## config.mk

```make
export PLATFORM = sky130hd
export DESIGN_NAME = temp_thresh_irq
export DESIGN_NICKNAME = d
export VERILOG_FILES = /design/src/rtl/temp_irq_pkg.sv /design/src/rtl/tq_fault_queue.sv /design/src/rtl/tq_hyst_track.sv /design/src/rtl/tq_irq_agg.sv /design/src/rtl/temp_thresh_irq.sv
export SDC_FILE = /design/constraint.sdc
export NUM_CORES = 1
export LEC_CHECK = 0
export CAP_MARGIN = 5
export CORE_MARGIN = 10
export CORE_UTILIZATION = 40
export CTS_BUF_LIST = sky130_fd_sc_hd__clkbuf_8 sky130_fd_sc_hd__clkbuf_16
export CTS_CLUSTER_SIZE = 10
export DETAILED_ROUTE_END_ITERATION = 6
export GPL_ROUTABILITY_DRIVEN = 0
export GPL_TIMING_DRIVEN = 0
export HOLD_SLACK_MARGIN = 0.1
export PLACE_DENSITY = 0.71
export SKIP_CTS_REPAIR_TIMING = 1
export SYNTH_ARGS = -nofsm -noshare
export SYNTH_HDL_FRONTEND = slang
export SYNTH_SLANG_ARGS = --single-unit
export TNS_END_PERCENT = 1
```

## constraint.sdc

```tcl
create_clock -name clk -period 2.6 [get_ports clk]
set_input_delay 0.39 -clock clk [delete_from_list [all_inputs] [get_ports clk]]
set_output_delay 0.39 -clock clk [all_outputs]
set_load 0.02 [all_outputs]
```

## src/rtl/temp_irq_pkg.sv

```systemverilog
package temp_irq_pkg;

   localparam int unsigned QSEL_W    = 2;
   localparam int unsigned MAX_DEPTH = 6;

   typedef logic [QSEL_W-1:0] qsel_t;

   // depth decode for the consecutive-reading filter
   function automatic int unsigned qdepth(input qsel_t sel);
      case (sel)
         2'b00:   return 1;
         2'b01:   return 2;
         2'b10:   return 4;
         default: return 6;
      endcase
   endfunction

   typedef struct packed {
      logic hot;
      logic cool;
   } evt_t;

endpackage

```

## src/rtl/tq_fault_queue.sv

```systemverilog
module tq_fault_queue
   import temp_irq_pkg::*;
#(
   parameter int unsigned DEPTH_MAX = MAX_DEPTH,
   localparam int unsigned CNT_W    = $clog2(DEPTH_MAX + 1)
) (
   input  logic  clk,
   input  logic  rst_n,
   input  logic  valid,
   input  logic  above,
   input  logic  clr,
   input  qsel_t sel,
   output logic  hot_evt
);

   logic [CNT_W-1:0] cnt_q;
   logic [CNT_W-1:0] cnt_d;
   logic [CNT_W-1:0] need;
   logic [CNT_W:0]   inc;

   generate
      if (DEPTH_MAX < MAX_DEPTH) begin : g_bad_depth
         $error("DEPTH_MAX must cover the deepest queue setting");
      end
   endgenerate

   always_comb begin
      need    = CNT_W'(qdepth(sel));
      inc     = {1'b0, cnt_q} + 1'b1;
      cnt_d   = cnt_q;
      hot_evt = 1'b0;
      if (clr) begin
         cnt_d = '0;
      end else if (valid) begin
         if (above) begin
            if (inc >= {1'b0, need}) begin
               cnt_d   = need;
               hot_evt = 1'b1;
            end else begin
               cnt_d = inc[CNT_W-1:0];
            end
         end else begin
            cnt_d = '0;
         end
      end
   end

   always_ff @(posedge clk) begin
      if (!rst_n) cnt_q <= '0;
      else        cnt_q <= cnt_d;
   end

   // a reading at or below the limit empties the queue
   a_r4_low_reading_resets: assert property (@(posedge clk) disable iff (!rst_n)
      (valid && !above && !clr) |=> (cnt_q == '0));
   // host clear empties the queue
   a_r5_clear_resets: assert property (@(posedge clk) disable iff (!rst_n)
      clr |=> (cnt_q == '0));
   // count never passes the deepest setting
   a_r3_no_overflow: assert property (@(posedge clk) disable iff (!rst_n)
      cnt_q <= CNT_W'(MAX_DEPTH));

endmodule

```

## src/rtl/tq_hyst_track.sv

```systemverilog
module tq_hyst_track (
   input  logic clk,
   input  logic rst_n,
   input  logic valid,
   input  logic above,
   input  logic below,
   input  logic en_cool,
   input  logic hot_evt,
   output logic cool_evt,
   output logic tracking
);

   logic trk_q;

   always_comb begin
      cool_evt = valid && trk_q && below && !above && en_cool;
   end

   always_ff @(posedge clk) begin
      if (!rst_n)        trk_q <= 1'b0;
      else if (hot_evt)  trk_q <= 1'b1;
      else if (cool_evt) trk_q <= 1'b0;
   end

   assign tracking = trk_q;

   // tracking only starts from a hot event
   a_r6_track_from_hot: assert property (@(posedge clk) disable iff (!rst_n)
      $rose(trk_q) |-> $past(hot_evt));
   // without the cool enable tracking never drops
   a_r7_cool_masked_holds: assert property (@(posedge clk) disable iff (!rst_n)
      (trk_q && !en_cool) |=> trk_q);

endmodule

```

## src/rtl/tq_irq_agg.sv

```systemverilog
module tq_irq_agg
   import temp_irq_pkg::*;
#(
   parameter int unsigned PULSE_CYC = 750,
   parameter bit          REG_IRQ   = 1'b0,
   localparam int unsigned PW       = $clog2(PULSE_CYC + 1)
) (
   input  logic       clk,
   input  logic       rst_n,
   input  logic       conv_valid,
   input  evt_t       evt,
   input  logic       en_hot,
   input  logic       en_cool,
   input  logic       en_eoc,
   input  logic [1:0] sts_clr,
   output logic       sts_hot,
   output logic       sts_cool,
   output logic       eoc_active,
   output logic       irq_n
);

   logic hot_q, cool_q;
   logic pend;

   generate
      if (PULSE_CYC < 1) begin : g_bad_pulse
         $error("PULSE_CYC must be at least one cycle");
      end
   endgenerate

   always_ff @(posedge clk) begin
      if (!rst_n) begin
         hot_q  <= 1'b0;
         cool_q <= 1'b0;
      end else begin
         hot_q  <= evt.hot  | (hot_q  & ~sts_clr[0]);
         cool_q <= evt.cool | (cool_q & ~sts_clr[1]);
      end
   end

   generate
      if (PULSE_CYC == 1) begin : g_eoc_flop
         logic eoc_q;
         always_ff @(posedge clk) begin
            if (!rst_n) eoc_q <= 1'b0;
            else        eoc_q <= conv_valid;
         end
         assign eoc_active = eoc_q;
      end else begin : g_eoc_cnt
         logic [PW-1:0] tmr_q;
         always_ff @(posedge clk) begin
            if (!rst_n)            tmr_q <= '0;
            else if (conv_valid)   tmr_q <= PW'(PULSE_CYC);
            else if (tmr_q != '0)  tmr_q <= tmr_q - 1'b1;
         end
         assign eoc_active = (tmr_q != '0);
      end
   endgenerate

   always_comb begin
      pend = (hot_q & en_hot) | (cool_q & en_cool) | (eoc_active & en_eoc);
   end

   generate
      if (REG_IRQ) begin : g_irq_reg
         logic irq_q;
         always_ff @(posedge clk) begin
            if (!rst_n) irq_q <= 1'b1;
            else        irq_q <= ~pend;
         end
         assign irq_n = irq_q;
      end else begin : g_irq_comb
         assign irq_n = ~pend;
         // nothing enabled keeps the line released
         a_r10_all_masked_quiet: assert property (@(posedge clk) disable iff (!rst_n)
            (!en_hot && !en_cool && !en_eoc) |-> irq_n);
      end
   endgenerate

   assign sts_hot  = hot_q;
   assign sts_cool = cool_q;

   // every strobe starts the pulse
   a_r9_pulse_starts: assert property (@(posedge clk) disable iff (!rst_n)
      conv_valid |=> eoc_active);
   // status stays until cleared
   a_r10_hot_sticky: assert property (@(posedge clk) disable iff (!rst_n)
      (hot_q && !sts_clr[0]) |=> hot_q);
   a_r10_cool_sticky: assert property (@(posedge clk) disable iff (!rst_n)
      (cool_q && !sts_clr[1]) |=> cool_q);

endmodule

```

## src/rtl/temp_thresh_irq.sv

```systemverilog
module temp_thresh_irq
   import temp_irq_pkg::*;
#(
   parameter int unsigned TEMP_W    = 8,
   parameter int unsigned PULSE_CYC = 750,
   parameter bit          REG_IRQ   = 1'b0
) (
   input  logic              clk,
   input  logic              rst_n,
   input  logic              conv_valid,
   input  logic [TEMP_W-1:0] conv_data,
   input  logic [TEMP_W-1:0] hot_limit,
   input  logic [TEMP_W-1:0] cool_limit,
   input  logic [1:0]        queue_sel,
   input  logic              queue_clr,
   input  logic              en_hot,
   input  logic              en_cool,
   input  logic              en_eoc,
   input  logic [1:0]        sts_clr,
   output logic              sts_hot,
   output logic              sts_cool,
   output logic              hot_state,
   output logic              eoc_active,
   output logic              irq_n
);

   logic above, below;
   evt_t evt;

   generate
      if (TEMP_W < 2) begin : g_bad_width
         $error("TEMP_W must be at least 2");
      end
   endgenerate

   always_comb begin
      above = conv_data > hot_limit;
      below = conv_data < cool_limit;
   end

   tq_fault_queue #(.DEPTH_MAX(MAX_DEPTH)) u_queue (
      .clk     (clk),
      .rst_n   (rst_n),
      .valid   (conv_valid),
      .above   (above),
      .clr     (queue_clr),
      .sel     (queue_sel),
      .hot_evt (evt.hot)
   );

   tq_hyst_track u_track (
      .clk      (clk),
      .rst_n    (rst_n),
      .valid    (conv_valid),
      .above    (above),
      .below    (below),
      .en_cool  (en_cool),
      .hot_evt  (evt.hot),
      .cool_evt (evt.cool),
      .tracking (hot_state)
   );

   tq_irq_agg #(.PULSE_CYC(PULSE_CYC), .REG_IRQ(REG_IRQ)) u_agg (
      .clk        (clk),
      .rst_n      (rst_n),
      .conv_valid (conv_valid),
      .evt        (evt),
      .en_hot     (en_hot),
      .en_cool    (en_cool),
      .en_eoc     (en_eoc),
      .sts_clr    (sts_clr),
      .sts_hot    (sts_hot),
      .sts_cool   (sts_cool),
      .eoc_active (eoc_active),
      .irq_n      (irq_n)
   );

   // hot status rises only after a strobe
   a_r2_hot_after_strobe: assert property (@(posedge clk) disable iff (!rst_n)
      $rose(sts_hot) |-> $past(conv_valid));
   // cool status cannot rise while cool events are disabled
   a_r7_cool_needs_enable: assert property (@(posedge clk) disable iff (!rst_n)
      !en_cool |=> !$rose(sts_cool));
   // cool status rises only from the hot state
   a_r6_cool_from_hot: assert property (@(posedge clk) disable iff (!rst_n)
      $rose(sts_cool) |-> $past(hot_state));

endmodule

```

==> run_results.csv, run 1 <==
group,metric,value,unit
global_routing,grt_use_total,10.5,%
power_and_ir_drop,power.leakage,0.784,nW
critical_path,crit_path_max_incr_delay,380,ps
clocking,cts-buffers-inserted,3,
yosys,synthSimpleGateAreaFrac,21.8,%
final_layout,nets,247,
clocking,cts_tree,"built",
critical_path,cp.required,2210,ps
final_layout,final_util,58.6,%
clocking,htreeDepth,1,
critical_path,critPathSlowestCell,"nor4_2",
floorplan,rows,20,
yosys,synth_top_area_share,25.6,%
floorplan,start_util,41.3,%
placement,placed_area,1700,µm²
status,status,"completed",
global_routing,grt_max_degree,11,
final_layout,final_cell_area,1770,µm²
global_routing,grt_pass1_vias,1241,
critical_path,crit_family,"simple AND/OR/NAND/NOR gates",
yosys,syn-num-nets,201,
final_layout,diodes,0,
yosys,yosysTopAreaCell,"dfxtp_1",
placement,numPortBuffers,39,
critical_path,crit_arrival,2070,ps
routing,drc,0,
routing,dr.pass1.iters,5,
yosys,synth_cells,146,
clocking,clock_latency,250,ps
sta,period_needed,2460,ps
yosys,ys_seq_area_share,25.6,%
floorplan,die_w,75.9,µm
yosys,dominantRegCellSynth,"dfxtp_1",
sta,finalMaxSlewViolations,0,
final_layout,area_growth,41.8,%
routing,via_per_inst,5.18,
sta,hold_violations,0,
sta,hold_slack,502,ps
routing,ant_nets,0,
critical_path,path_buf_inv,2,
critical_path,r2r-start,"u_queue.cnt_q[0]",
yosys,avgSynthCellArea,8.56,µm²
routing,wire_per_inst,13.0,µm
global_routing,antenna_found_initial,0,
final_layout,fill_cells,272,
yosys,netlist_top_cells_count,"20 x ha_1, 20 x inv_1, 16 x dfxtp_1, 11 x nor2_1, 7 x o21a_1",
floorplan,dieArea,5760,µm²
power_and_ir_drop,power.density,401,nW/µm²
yosys,synth.area.top_cells,"dfxtp_1 26%, ha_1 20%, inv_1 6.0%",
routing,dr_total_vias,1218,
critical_path,startpoint,"u_agg.g_eoc_cnt.tmr_q[2]",
yosys,synth_xor_area_share,4.90,%
yosys,synth_compound_area_share,16.4,%
floorplan,num_io_pins,40,
yosys,synthAdderAreaFrac,20.0,%
sta,finClkSkew,1.10,ps
clocking,clock-root-buffer,"clkbuf_8",
worst_hold_path,min_from,"u_agg.sts_cool",
sta,fin_tns_setup,0,ps
yosys,postSynth.asyncResetShare,0,%
sta,rsz0062_at_grt,"false",
routing,routed_wl,3.06,mm
yosys,synth_top_family_by_area,"simple AND/OR/NAND/NOR gates",
critical_path,path_cells,"nor4_2 > nand2_2 > nor3_4 > inv_4 > a222oi_1 > dlymetal6s2s_1",
critical_path,reg2reg_slack,430,ps
placement,post-dp-hpwl,2.57,mm
floorplan,core,3030,µm²
clocking,clockBufferDepth,2,
critical_path,cp-end-kind,"primary output",
yosys,synth.cell_area,1250,µm²
yosys,synth_mux_area_share,4.10,%
sta,clock.fmax,406,MHz
worst_hold_path,hp-class,"register to register",
sta,worst_pin_slew,482,ps
global_routing,grt_pass1_wl,5.29,mm
clocking,clkTransAtPathRegs,60,ps
sta,max-slew-margin-rel,67.4,%
global_routing,overflow,0,
yosys,ys_warn_count,0,
power_and_ir_drop,ir_worst_vdd,0.000155,V
critical_path,critPathMaxFanout,6,
job,max_cap_viol_count,0,
yosys,synth_edf_count,0,
yosys,synth.distinct_cells,38,
clocking,cts_sinks,16,
critical_path,critical_path.startpoint_type,"register",
yosys,yosys_register_bits,16,
final_layout,drive_above_1_share,7.85,%
sta,setup_viol,0,
sta,period_share,94.7,%
critical_path,path_class,"register to primary output",
routing,drt_iter0_drc,55,
floorplan,die_h,75.9,µm
[per-layer routing]
layer	GRT usage [%]	wire [µm]	vias to the layer above
met1	10.5	1250	563
met5	0	0	-
met3	4.60	271	9
met4	5.30	79	0
li1	-	-	609
met2	18.3	1460	37
[flip-flops by register name, summed over array words and instances (netlist names)]
signal,cells
u_agg.g_eoc_cnt.tmr_q,10
u_agg.sts_cool,1
u_agg.sts_hot,1
u_queue.cnt_q,3
u_track.tracking,1
[final cells by class]
| cell class | count | area (µm²) | area share, % |
|---|---|---|---|
| Inverter | 21 | 81.3 | 4.59 |
| Sequential cell | 16 | 320 | 18.1 |
| Buffer | 2 | 7.51 | 0.423 |
| Multi-Input combinational cell | 107 | 846 | 47.7 |
| Clock buffer | 4 | 55.1 | 3.11 |
| Timing Repair Buffer | 41 | 408 | 23.0 |
| Tap cell | 44 | 55.1 | 3.11 |
[per-stage QoR]
| stage | total power (W) | setup WS, ps | std cells |
|---|---|---|---|
| 3_3_place_gp | 0.000480 | -102 | 229 |
| 6_report | 0.000711 | 138 | 235 |
| 4_1_cts | 0.000711 | -344 | 233 |
| 5_1_grt | 0.000754 | 1.52 | 235 |
| 2_1_floorplan | 0.000399 | 334 | 146 |
| 3_5_place_dp | 0.000487 | -132 | 229 |
[final timing paths]
check / to / cells after the start
worst max-delay path: irq_n / 6
worst min-delay path: u_agg.sts_cool / 2
worst max register to register: u_track.tracking / 8
worst min register to register: u_agg.sts_cool / 2
[power by group]
| group | switching (W) | internal (W) | leakage [nW] | total, W |
|---|---|---|---|---|
| clock | 0.0000898 | 0.000135 | 0.0288 | 0.000224 |
| sequential | 0.0000174 | 0.000261 | 0.132 | 0.000278 |
| combinational | 0.0000918 | 0.000117 | 0.623 | 0.000209 |
[cell usage in the layout (no fill, tap or decap), drive strengths merged]
cell / instances
nor3: 6
a211oi: 3
o21ai: 2
and2: 1
inv: 21
o21a: 7
nor4: 4
o211ai: 1
or3: 3
nand2b: 3
ha: 20
mux2i: 4
nor2: 11
a311o: 1
nor4bb: 1
dfxtp: 16
a222oi: 1
mux2: 1
o31ai: 4
nand2: 4
clkdlybuf4s50: 38
buf: 2
o311ai: 1
a21boi: 2
a22o: 1
clkbuf: 6
xor2: 5
xnor2: 2
nand4: 2
nand4b: 1
or2: 1
dlymetal6s2s: 1
or3b: 2
a21oi: 6
nand3b: 1
nor2b: 4
nand3: 2
[kinds of logic (layout without fill, tap and decap cells)]
logic type      after synthesis  count (layout)
buf+inv                      23              68
simple gates                 46              46
compound gates               29              29
xor+xnor                      7               7
fa+ha+maj                    20              20
mux                           5               5
flops                        16              16
[tightest hold or removal path: stages (launching register included)]
cell      delay (ps)
dfxtp_1          320
nand2b_1          60
a21boi_0          70
Note: power is estimated with default switching activity, not from simulation.
==> run 2: changes to the inputs <==
--- a/config.mk
+++ b/config.mk
@@ -14,7 +14,8 @@
 export GPL_ROUTABILITY_DRIVEN = 0
 export GPL_TIMING_DRIVEN = 0
 export HOLD_SLACK_MARGIN = 0.1
-export PLACE_DENSITY = 0.71
+export PLACE_DENSITY = 0.67
+export SETUP_SLACK_MARGIN = 0.1
 export SKIP_CTS_REPAIR_TIMING = 1
 export SYNTH_ARGS = -nofsm -noshare
 export SYNTH_HDL_FRONTEND = slang
==> run_results.csv, run 2 (synthesis gave the netlist of run 1 again) <==
group,metric,value,unit
status,status,"completed",
power_and_ir_drop,ir_worst_vdd,0.000170,V
floorplan,die_h,75.9,µm
critical_path,critical_path.startpoint_type,"register",
final_layout,top_register,"u_agg.g_eoc_cnt.tmr_q",
critical_path,cp.required,2210,ps
clocking,cts-buffers-inserted,3,
sta,clock.fmax,413,MHz
sta,finClkSkew,1.75,ps
final_layout,diodes,0,
placement,place_inst,229,
sta,period_share,93.1,%
global_routing,antenna_found_initial,0,
final_layout,final_util,58.8,%
floorplan,num_io_pins,40,
critical_path,path_class,"register to primary output",
routing,wire_per_inst,12.8,µm
clocking,clockBufferDepth,2,
floorplan,die_w,75.9,µm
sta,hold_violations,0,
placement,post-dp-hpwl,2.58,mm
global_routing,grt_use_total,10.3,%
routing,dr_total_vias,1176,
sta,setup_viol,0,
critical_path,crit_arrival,2030,ps
final_layout,nets,248,
floorplan,core,3030,µm²
critical_path,critPathMaxFanout,6,
final_layout,largest_reg_flops,10,
sta,max-slew-margin-rel,70.5,%
routing,drc,0,
sta,period_needed,2420,ps
routing,via_per_inst,4.98,
final_layout,layout_common_cells,"38 x clkdlybuf4s50_1, 20 x inv_1, 20 x ha_1, 16 x dfxtp_1, 11 x nor2_1",
global_routing,overflow,0,
global_routing,grt_max_degree,11,
critical_path,cp-end-kind,"primary output",
placement,numPortBuffers,39,
clocking,clock-root-buffer,"clkbuf_8",
routing,dr.pass1.iters,4,
global_routing,grt_pass1_vias,1204,
routing,routed_wl,3.02,mm
routing,drt_iter0_drc,43,
final_layout,fill_cells,272,
clocking,clock_latency,250,ps
sta,finalMaxSlewViolations,0,
worst_hold_path,hp-class,"register to register",
clocking,cts_sinks,16,
sta,worst_pin_slew,437,ps
routing,ant_nets,0,
power_and_ir_drop,power.leakage,0.789,nW
floorplan,rows,20,
sta,rsz0062_at_grt,"false",
job,max_cap_viol_count,0,
final_layout,stdcell_count,236,
final_layout,biggestRegsByFlops,"u_agg.g_eoc_cnt.tmr_q (10), u_queue.cnt_q (3)",
global_routing,grt_pass1_wl,5.18,mm
final_layout,area_growth,42.4,%
final_layout,final_common_cell,"clkdlybuf4s50_1",
power_and_ir_drop,power.density,398,nW/µm²
floorplan,dieArea,5760,µm²
clocking,clkTransAtPathRegs,70,ps
sta,hold_slack,510,ps
clocking,htreeDepth,1,
clocking,cts_tree,"built",
floorplan,start_util,41.3,%
final_layout,drive_above_1_share,8.33,%
run 2: cell types whose count changed in the layout (fill, tap and decap cells not counted), sizes merged:
| cell | before | now |
|---|---|---|
| buf | 2 | 3 |
run 2: area by class of cell:
| class | count | area [µm²] | area share, % |
|---|---|---|---|
| timing repair buffer | 42 | 415 | 23.3 |
| inverter | 21 | 81.3 | 4.57 |
| tap | 44 | 55.1 | 3.09 |
| clock buffer | 4 | 55.1 | 3.09 |
| sequential | 16 | 320 | 18.0 |
| multi-input combinational | 107 | 846 | 47.5 |
| buffer | 2 | 7.51 | 0.422 |
run 2: path summary, 6_finish.rpt:
kind	slack [ps]	cells after the start	end	startpoint
max	180	6	irq_n	u_agg.g_eoc_cnt.tmr_q[2]
min	510	2	u_agg.sts_cool	u_agg.sts_cool
max reg2reg	420	8	u_track.tracking	u_queue.cnt_q[0]
min reg2reg	510	2	u_agg.sts_cool	u_agg.sts_cool
run 2: report_power, final:
| group | leakage, nW | switching, W | internal, W |
|---|---|---|---|
| Clock | 0.0288 | 0.0000886 | 0.000134 |
| Combinational | 0.629 | 0.0000900 | 0.000117 |
| Sequential | 0.132 | 0.0000171 | 0.000260 |
| Total | 0.789 | 0.000196 | 0.000512 |
run 2: critical path, stage by stage, from the launching register on:
cell and delay [ps]:
dfxtp_1 360, nor4_2 350, nand2_2 150, nor3_4 270, inv_4 80, a222oi_1 290
dlymetal6s2s_1 270
run 2: metal layers:
| layer | share of wire, % | vias up | GRT usage [%] |
|---|---|---|---|
| li1 | - | 614 | - |
| met1 | 41 | 523 | 10.1 |
| met2 | 49 | 37 | 18.7 |
| met3 | 8.5 | 2 | 5.31 |
| met4 | 0.63 | 0 | 2.27 |
| met5 | 0 | - | 0 |
run 2: through the flow:
step | setup TNS, ps | instance area (µm²) | worst slack [ps] | total power (W)
2_1_floorplan | 0 | 1250 | 334 | 0.000399
3_3_place_gp | -149 | 1700 | -109 | 0.000481
3_5_place_dp | -193 | 1700 | -112 | 0.000487
4_1_cts | -333 | 1750 | -333 | 0.000707
5_1_grt | 0 | 1780 | 79.6 | 0.000745
6_report | 0 | 1780 | 180 | 0.000708
==> run 3: changes to the inputs <==
--- a/config.mk
+++ b/config.mk
@@ -7,14 +7,14 @@
 export LEC_CHECK = 0
 export CAP_MARGIN = 5
 export CORE_MARGIN = 10
-export CORE_UTILIZATION = 40
+export CORE_UTILIZATION = 29
 export CTS_BUF_LIST = sky130_fd_sc_hd__clkbuf_8 sky130_fd_sc_hd__clkbuf_16
 export CTS_CLUSTER_SIZE = 10
 export DETAILED_ROUTE_END_ITERATION = 6
 export GPL_ROUTABILITY_DRIVEN = 0
 export GPL_TIMING_DRIVEN = 0
 export HOLD_SLACK_MARGIN = 0.1
-export PLACE_DENSITY = 0.67
+export PLACE_DENSITY = 0.5
 export SETUP_SLACK_MARGIN = 0.1
 export SKIP_CTS_REPAIR_TIMING = 1
 export SYNTH_ARGS = -nofsm -noshare
==> run_results.csv, run 3 (synthesis gave the netlist of run 1 again) <==
group,metric,value,unit
sta,clock.fmax,412,MHz
critical_path,cp-end-kind,"primary output",
sta,worst_pin_slew,484,ps
global_routing,grt_pass1_wl,5.49,mm
critical_path,crit_path_max_incr_delay,550,ps
floorplan,rows,23,
final_layout,final_cell_area,1760,µm²
floorplan,die_h,85.7,µm
global_routing,antenna_found_initial,0,
final_layout,final_util,43.0,%
floorplan,num_io_pins,40,
critical_path,cp.required,2210,ps
sta,period_share,93.3,%
power_and_ir_drop,ir_worst_vdd,0.000171,V
critical_path,reg2reg_slack,360,ps
critical_path,crit_arrival,2040,ps
global_routing,use_met3,3.12,%
critical_path,critPathSlowestCell,"clkdlybuf4s50_1",
placement,post-dp-hpwl,2.79,mm
routing,dr_total_vias,1175,
clocking,clkTransAtPathRegs,60,ps
final_layout,area_growth,40.7,%
clocking,cts_sinks,16,
floorplan,start_util,30.6,%
sta,max-slew-margin-rel,67.3,%
critical_path,crit_end,"eoc_active",
critical_path,path_class,"register to primary output",
final_layout,diodes,0,
routing,drc,0,
power_and_ir_drop,power.density,379,nW/µm²
final_layout,layout_common_cells,"38 x clkdlybuf4s50_1, 20 x inv_1, 20 x ha_1, 16 x dfxtp_1, 11 x nor2_1",
routing,drt_iter0_drc,51,
floorplan,dieArea,7340,µm²
final_layout,drive_above_1_share,7.89,%
critical_path,path_cells,"nor4_2 > nand2_2 > nor3_4 > inv_4 > clkdlybuf4s50_1",
final_layout,largest_reg_flops,10,
routing,routed_wl,3.23,mm
routing,via_per_inst,4.90,
global_routing,grt_use_total,8.77,%
clocking,cts-buffers-inserted,3,
routing,ant_nets,0,
placement,place_ws,-145,ps
sta,setup_slack,174,ps
critical_path,critPathMaxFanout,6,
sta,rsz0062_at_grt,"true",
job,max_cap_viol_count,0,
critical_path,r2r-start,"u_queue.cnt_q[0]",
critical_path,r2r_cells,8,
global_routing,overflow,0,
final_layout,nets,247,
global_routing,grt_use_met2,17.5,%
clocking,cts_tree,"built",
worst_hold_path,hp-class,"register to register",
critical_path,r2r-end,"u_track.tracking",
sta,finalMaxSlewViolations,0,
floorplan,die_w,85.7,µm
final_layout,biggestRegsByFlops,"u_agg.g_eoc_cnt.tmr_q (10), u_queue.cnt_q (3)",
sta,period_needed,2430,ps
clocking,clockBufferDepth,2,
power_and_ir_drop,power.leakage,0.768,nW
final_layout,final_common_cell,"clkdlybuf4s50_1",
routing,dr.pass1.iters,4,
placement,numPortBuffers,39,
final_layout,top_register,"u_agg.g_eoc_cnt.tmr_q",
floorplan,core,4090,µm²
sta,hold_violations,0,
placement,placed_area,1700,µm²
global_routing,grt_util_met1,8.26,%
sta,setup_viol,0,
global_routing,grt_max_degree,11,
clocking,clock-root-buffer,"clkbuf_8",
critical_path,startpoint,"u_agg.g_eoc_cnt.tmr_q[2]",
global_routing,busiest_layer,"met2",
sta,finClkSkew,2.89,ps
clocking,htreeDepth,1,
routing,wire_per_inst,13.4,µm
global_routing,grt_pass1_vias,1233,
status,status,"completed",
critical_path,critical_path.startpoint_type,"register",
clocking,clock_latency,250,ps
## run 3: layer usage
metal	share of wire (%)	wire, µm
met2	55	1790
met5	0	0
met4	0	0
met3	5.6	182
met1	39	1260
## run 3: area by class of cell
cell class                      count  area, µm²
Buffer                              2       7.51
Multi-Input combinational cell    107        846
Clock buffer                        3       41.3
Sequential cell                    16        320
Inverter                           21       81.3
Timing Repair Buffer               41        400
Tap cell                           50       62.6
Fill cell                         420       2330
## run 3: where the power goes
group	switching [W]	total, W	internal (W)
combinational	0.0000897	0.000205	0.000115
sequential	0.0000179	0.000278	0.000261
clock	0.0000816	0.000184	0.000103
## run 3: metrics by stage
stage / power [W] / std cells / setup TNS [ps] / hold slack [ps]
2_1_floorplan: 0.000399 / 146 / 0 / 477
3_3_place_gp: 0.000484 / 235 / -206 / 489
3_5_place_dp: 0.000488 / 235 / -274 / 501
4_1_cts: 0.000678 / 238 / -338 / 509
5_1_grt: 0.000714 / 240 / 0 / 553
6_report: 0.000668 / 240 / 0 / 500
## run 3: worst max-delay path: cells and delay by family (launching register included)
| family | cells | cell delay, ps |
|---|---|---|
| simple gates | 3 | 780 |
| buf+inv | 2 | 640 |
| flops | 1 | 370 |
## run 3: worst min path at each step
stage | startpoint | end | slack (ps) | cells after the start
2_1_floorplan | u_agg.g_eoc_cnt.tmr_q[8] | u_agg.g_eoc_cnt.tmr_q[8] | 480 | 2
3_3_place_gp | u_agg.sts_cool | u_agg.sts_cool | 490 | 2
3_5_place_dp | u_agg.sts_cool | u_agg.sts_cool | 500 | 2
4_1_cts | u_agg.sts_cool | u_agg.sts_cool | 510 | 2
5_1_grt | u_agg.sts_cool | u_agg.sts_cool | 550 | 2
6_report | u_agg.sts_cool | u_agg.sts_cool | 500 | 2
